**src/rtl/cam_cap_pkg.sv**
```systemverilog
package cam_cap_pkg;
  localparam int MODE_HREF_POL  = 0;
  localparam int MODE_VSYNC_POL = 1;
  localparam int MODE_DELAY     = 3;
  localparam int MODE_BUF_EN    = 4;
  localparam int MODE_LOW_PWR   = 6;

  localparam int CTL_CLR_DONE = 0;
  localparam int CTL_START    = 1;
  localparam int CTL_PTR_RST  = 4;

  typedef enum logic [1:0] {
    CS_IDLE    = 2'd0,
    CS_ARMED   = 2'd1,
    CS_CAPTURE = 2'd2
  } cap_state_e;

  typedef struct packed {
    logic clr_done;
    logic start;
    logic ptr_rst;
  } ctl_pulse_t;
endpackage

```
**src/rtl/cam_host_regs.sv**
```systemverilog
module cam_host_regs
  import cam_cap_pkg::*;
(
  input  logic       clk_i,
  input  logic       rst_ni,
  input  logic       reg_we_i,
  input  logic       reg_sel_i,
  input  logic [7:0] reg_wdata_i,
  output logic [7:0] mode_o,
  output ctl_pulse_t pulse_o
);
  logic [7:0] mode_q;
  logic       ctl_wr;

  always_ff @(posedge clk_i or negedge rst_ni) begin
    if (!rst_ni)                    mode_q <= '0;
    else if (reg_we_i && !reg_sel_i) mode_q <= reg_wdata_i;
  end

  // command bits exist only for the cycle of the write
  assign ctl_wr           = reg_we_i && reg_sel_i;
  assign pulse_o.clr_done = ctl_wr && reg_wdata_i[CTL_CLR_DONE];
  assign pulse_o.start    = ctl_wr && reg_wdata_i[CTL_START] && mode_q[MODE_BUF_EN];
  assign pulse_o.ptr_rst  = ctl_wr && reg_wdata_i[CTL_PTR_RST];
  assign mode_o           = mode_q;
endmodule

```
**src/rtl/cam_sync_norm.sv**
```systemverilog
module cam_sync_norm #(
  parameter int DATA_W = 8,
  parameter int STAGES = 2
) (
  input  logic              clk_i,
  input  logic              rst_ni,
  input  logic              vsync_i,
  input  logic              href_i,
  input  logic [DATA_W-1:0] pix_i,
  input  logic              vs_pol_i,
  input  logic              hr_pol_i,
  input  logic              dly_i,
  output logic              frame_edge_o,
  output logic              line_act_o,
  output logic [DATA_W-1:0] pix_o
);
  logic              vs_q, vs_prev_q, hr_q;
  logic [DATA_W-1:0] pipe_q [STAGES];

  always_ff @(posedge clk_i or negedge rst_ni) begin
    if (!rst_ni) begin
      vs_q      <= 1'b0;
      vs_prev_q <= 1'b0;
      hr_q      <= 1'b0;
    end else begin
      vs_q      <= vsync_i ^ vs_pol_i;
      vs_prev_q <= vs_q;
      hr_q      <= href_i ^ hr_pol_i;
    end
  end

  for (genvar s = 0; s < STAGES; s++) begin : g_pipe
    always_ff @(posedge clk_i or negedge rst_ni) begin
      if (!rst_ni) pipe_q[s] <= '0;
      else if (s == 0) pipe_q[s] <= pix_i;
      else pipe_q[s] <= pipe_q[(s == 0) ? 0 : s-1];
    end
  end

  assign frame_edge_o = vs_q && !vs_prev_q;
  assign line_act_o   = hr_q;
  assign pix_o        = dly_i ? pipe_q[STAGES-1] : pipe_q[0];
endmodule

```
**src/rtl/cam_cap_fsm.sv**
```systemverilog
module cam_cap_fsm
  import cam_cap_pkg::*;
(
  input  logic clk_i,
  input  logic rst_ni,
  input  logic start_i,
  input  logic clr_done_i,
  input  logic frame_edge_i,
  input  logic line_act_i,
  input  logic low_pwr_i,
  input  logic full_i,
  output logic capturing_o,
  output logic wr_o,
  output logic done_o
);
  cap_state_e state_q, state_d;
  logic       done_q;

  always_comb begin
    state_d = state_q;
    if (start_i) state_d = CS_ARMED;
    else begin
      unique case (state_q)
        CS_ARMED:   if (frame_edge_i) state_d = CS_CAPTURE;
        CS_CAPTURE: if (frame_edge_i) state_d = CS_IDLE;
        default:    state_d = CS_IDLE;
      endcase
    end
  end

  always_ff @(posedge clk_i or negedge rst_ni) begin
    if (!rst_ni) begin
      state_q <= CS_IDLE;
      done_q  <= 1'b0;
    end else begin
      state_q <= state_d;
      if (start_i || clr_done_i)                        done_q <= 1'b0;
      else if (state_q == CS_CAPTURE && frame_edge_i)  done_q <= 1'b1;
    end
  end

  assign capturing_o = (state_q == CS_CAPTURE);
  // the closing frame edge writes nothing
  assign wr_o   = capturing_o && line_act_i && !low_pwr_i && !full_i && !frame_edge_i;
  assign done_o = done_q;
endmodule

```
**src/rtl/cam_wr_ptr.sv**
```systemverilog
module cam_wr_ptr #(
  parameter int DEPTH  = 64,
  parameter int ADDR_W = $clog2(DEPTH),
  parameter int PTR_W  = ADDR_W + 1
) (
  input  logic              clk_i,
  input  logic              rst_ni,
  input  logic              ptr_rst_i,
  input  logic              start_i,
  input  logic              wr_i,
  output logic [PTR_W-1:0]  ptr_o,
  output logic [PTR_W-1:0]  cnt_o,
  output logic              full_o
);
  logic [PTR_W-1:0] ptr_q, cnt_q;

  always_ff @(posedge clk_i or negedge rst_ni) begin
    if (!rst_ni) begin
      ptr_q <= '0;
      cnt_q <= '0;
    end else begin
      if (ptr_rst_i) ptr_q <= '0;
      else if (wr_i) ptr_q <= ptr_q + 1'b1;
      if (start_i)   cnt_q <= '0;
      else if (wr_i) cnt_q <= cnt_q + 1'b1;
    end
  end

  assign ptr_o  = ptr_q;
  assign cnt_o  = cnt_q;
  assign full_o = (ptr_q == PTR_W'(DEPTH));
endmodule

```
**src/rtl/cam_frame_capture.sv**
```systemverilog
module cam_frame_capture
  import cam_cap_pkg::*;
#(
  parameter int DATA_W = 8,
  parameter int DEPTH  = 64,
  parameter int ADDR_W = $clog2(DEPTH),
  parameter int PTR_W  = ADDR_W + 1
) (
  input  logic              clk_i,
  input  logic              rst_ni,
  input  logic              reg_we_i,
  input  logic              reg_sel_i,
  input  logic [7:0]        reg_wdata_i,
  input  logic              vsync_i,
  input  logic              href_i,
  input  logic [DATA_W-1:0] pix_i,
  output logic [7:0]        mode_o,
  output logic              done_o,
  output logic [PTR_W-1:0]  byte_cnt_o,
  output logic              fifo_we_o,
  output logic [ADDR_W-1:0] fifo_addr_o,
  output logic [DATA_W-1:0] fifo_wdata_o,
  output logic              fifo_full_o
);
  ctl_pulse_t       pulse;
  logic             start_acc, ptr_rst, capturing;
  logic             frame_edge, line_act, wr_en;
  logic [PTR_W-1:0] wr_ptr;

  cam_host_regs u_regs (
    .clk_i, .rst_ni, .reg_we_i, .reg_sel_i, .reg_wdata_i,
    .mode_o (mode_o),
    .pulse_o(pulse)
  );

  assign start_acc = pulse.start;
  assign ptr_rst   = pulse.ptr_rst;

  cam_sync_norm #(.DATA_W(DATA_W), .STAGES(2)) u_norm (
    .clk_i, .rst_ni, .vsync_i, .href_i, .pix_i,
    .vs_pol_i    (mode_o[MODE_VSYNC_POL]),
    .hr_pol_i    (mode_o[MODE_HREF_POL]),
    .dly_i       (mode_o[MODE_DELAY]),
    .frame_edge_o(frame_edge),
    .line_act_o  (line_act),
    .pix_o       (fifo_wdata_o)
  );

  cam_cap_fsm u_fsm (
    .clk_i, .rst_ni,
    .start_i     (start_acc),
    .clr_done_i  (pulse.clr_done),
    .frame_edge_i(frame_edge),
    .line_act_i  (line_act),
    .low_pwr_i   (mode_o[MODE_LOW_PWR]),
    .full_i      (fifo_full_o),
    .capturing_o (capturing),
    .wr_o        (wr_en),
    .done_o      (done_o)
  );

  cam_wr_ptr #(.DEPTH(DEPTH), .ADDR_W(ADDR_W), .PTR_W(PTR_W)) u_ptr (
    .clk_i, .rst_ni,
    .ptr_rst_i(ptr_rst),
    .start_i  (start_acc),
    .wr_i     (wr_en),
    .ptr_o    (wr_ptr),
    .cnt_o    (byte_cnt_o),
    .full_o   (fifo_full_o)
  );

  assign fifo_we_o   = wr_en;
  assign fifo_addr_o = wr_ptr[ADDR_W-1:0];
endmodule

```
**config.mk**
```make
export PLATFORM = sky130hd
export DESIGN_NAME = cam_frame_capture
export DESIGN_NICKNAME = d
export VERILOG_FILES = /design/src/rtl/cam_cap_pkg.sv /design/src/rtl/cam_host_regs.sv /design/src/rtl/cam_sync_norm.sv /design/src/rtl/cam_cap_fsm.sv /design/src/rtl/cam_wr_ptr.sv /design/src/rtl/cam_frame_capture.sv
export SDC_FILE = /design/constraint.sdc
export NUM_CORES = 1
export LEC_CHECK = 0
export CAP_MARGIN = 20
export CORE_UTILIZATION = 30
export DETAILED_ROUTE_END_ITERATION = 12
export PLACE_DENSITY_LB_ADDON = 0.08
export SYNTH_ARGS = -nofsm -noshare
export SYNTH_HDL_FRONTEND = slang
export SYNTH_SLANG_ARGS = --single-unit
```
**constraint.sdc**
```tcl
create_clock -name clk_i -period 2.3 [get_ports clk_i]
set_input_delay 0.575 -clock clk_i [delete_from_list [all_inputs] [get_ports clk_i]]
set_output_delay 0.575 -clock clk_i [all_outputs]
set_load 0.005 [all_outputs]
```
==> impl_metrics.toml <==
[placed_design]
dp_hpwl_mm = 3.091
numPortBuffers = 53
gp_congestion = 0.7537
dpl_worst_slack_ns = 0.05974

[synth]
yosysTopAreaCell = "dfrtp_1"
yosysMostFrequentCell = "dfrtp_1"
synth_cell_type_count = 32
synth_top_area_share_pct = 58.09
synth_commonest_cells = "dfrtp_1, mux2_2, a21oi_1, buf_4, nand3_1"
syn_area_per_cell_um2 = 12.00
synthTopCellsByArea = "dfrtp_1, mux2_2, buf_4"
ys_ff_latch = 44
ys_seq_area_share_pct = 58.09
synthesis.area_um2 = 1896
synth_edf_count = 0
syn-instance-count = 158
synth_nets = 183
synthArstFlopShare_pct = 100.0
synth_warnings = 0
synthFlopType = "dfrtp_1"

[die]
initial_core_util_pct = 31.64
core_area_um2 = 5991
fp.dieArea_um2 = 6641
die_w_um = 81.49
io_pins = 54
row_count = 28
chipHeight_um = 81.49

[critical_path]
path_class = "reg2out"
critPathRequiredTime_ns = 1.73
cp-start-kind = "register"
endpoint_kind = "output pin"
crit_fanout = 10
arrival_ns = 1.59

[power_and_ir_drop]
pwr-share-seq_pct = 42.9
p_leak_nw = 1.137
combPwrFrac_pct = 20.5
swShare_pct = 22.96
p_int_mw = 1.703
power.net_switching_uw = 507.5
power_frac_clock_pct = 36.6
powerDensity_nw_per_um2 = 815.9
vdd_drop_max_mv = 0.3653

[layout]
utilization_pct = 45.22
layout-drive-gt1-share_pct = 23.74
syn_to_final_growth_pct = 42.90
antenna_cells = 0
layout.nets = 243

[clocking]
clk_path_buf_depth = 2
cts_tree = "done"
clk-insertion-delay-late_ns = 0.29
clk_pin_slew_worst_paths_ns = 0.09
clock-sinks = 44
h-tree-depth = 2
ctsHoldBuffers = 0
numCtsBuffers = 5
clock-root-buffer = "clkbuf_8"

[sta]
whs_ns = 0.06143
relSlewSlack_pct = 78.38
hold_viol = 0
fin_skew_ns = 0.009771
drv_slew = 0
timing.fmax_mhz = 462.0
finalCritPeriodShare_pct = 94.11
rsz0062_at_grt = "no"
tns_ns = 0
worst_slack_ns = 0.1355
tightest_slew_ns = 0.3214
min_period_ns = 2.164
setup_viol = 0

[detailed_routing]
wl_per_cell_um = 14.07
vias_per_cell = 4.898
totalWireLength_mm = 4.137
drt_iter0_drc = 70
num_vias = 1440
drc_errors = 0
antenna_left = 0
firstDrtPassIters = 4

[grt]
antenna_found_initial = 0
grt_pass1_wl_mm = 7.086
gr-total-overflow = 0
track_usage_pct = 14.31
grt_pass1_vias = 1458
grt_max_degree = 25

[hold_path]
hold_class = "in2async"

[flow_run]
cap_violations = 0

[outcome]
status = "finished, final reports clean"
flip-flops by register name (all words and copies together) (netlist names):
register,flops
u_norm.line_act_o,1
u_fsm.done_o,1
u_ptr.cnt_o,7
u_ptr.ptr_o,7
u_norm.vs_prev_q,1
u_regs.mode_o,8
u_fsm.state_q,2
u_norm.vs_q,1
u_norm.pipe_q,16
cell usage in the layout (no fill, tap or decap), types with 5 or more instances in the layout:
cell type,synthesis,routed
o21ai_0,7,7
or4_1,7,7
nand3_1,8,8
o31ai_1,5,5
clkbuf_8,0,5
a21oi_1,11,11
nand2_1,5,5
nor2_1,6,5
mux2_2,17,17
buf_4,10,17
dfrtp_1,44,43
clkdlybuf4s50_1,0,50
worst max-delay path, cell delays in order, from the launching register on:
cell	delay [ns]
dfrtp_2	0.49
mux2_2	0.36
clkdlybuf4s50_1	0.45
per-layer routing:
metal	vias to the layer above	GRT usage, %	wire [µm]
met3	5	3.889	284
met2	55	20.83	1845
met4	0	6.429	61
met1	700	19.72	1946
met5	-	0	0
li1	680	-	-
logic make-up (layout without fill, tap and decap cells):
group | Yosys count | count (layout) | share of synthesized area [%]
and+or+nand+nor | 41 | 41 | 12.87
AOI/OAI and AO/OA | 27 | 27 | 8.317
DFF | 44 | 44 | 58.09
xor gates and xnor gates | 4 | 4 | 1.849
adders and majority gates | 3 | 3 | 1.980
muxes | 17 | 17 | 10.10
buffers and inverters | 22 | 83 | 6.798
layout make-up:
type	instances	area, µm²
Inverter	5	18.77
Tap cell	75	93.84
Fill cell	559	3282
Sequential cell	44	1102
Clock buffer	5	68.82
Timing Repair Buffer	70	649.4
Multi-Input combinational cell	92	685.7
Clock inverter	3	90.09
power by group through the flow:
stage,combinational (mW),clock (mW),sequential (mW)
3_5_place_dp,0.445,0,0.964
2_1_floorplan,0.198,0,0.946
3_3_place_gp,0.433,0,0.961
5_1_grt,0.503,0.875,0.970
6_report,0.453,0.808,0.949
4_1_cts,0.451,0.826,0.951
metrics by stage:
stage | std cells | cell area, µm² | power [mW]
floorplan | 158 | 1896 | 1.143
global route | 294 | 2709 | 2.348
finish | 294 | 2709 | 2.210
global placement | 284 | 2517 | 1.394
detailed placement | 284 | 2517 | 1.409
CTS | 293 | 2696 | 2.228
what timing repair did:
| item | 4_1_cts | 5_1_grt |
|---|---|---|
| setup buffers | 1 | 1 |
| setup endpoints to repair | 9 | 1 |
| pin swaps | 1 | 1 |
| resized for setup | 9 | 4 |
path summary, 6_finish.rpt:
kind	start	to	slack, ns	cells past startpoint
max	u_regs.mode_o[3]	fifo_wdata_o[6]	0.14	2
min	rst_ni	u_norm.pipe_q[5]	0.06	1
max reg2reg	u_ptr.ptr_o[0]	u_ptr.cnt_o[3]	0.42	9
min reg2reg	u_norm.pipe_q[10]	u_norm.pipe_q[2]	0.37	0
max in group asynchronous	rst_ni	u_regs.mode_o[3]	1.72	2
min in group clk_i	u_norm.pipe_q[10]	u_norm.pipe_q[2]	0.37	0
Power figures use the tool's default switching activity.
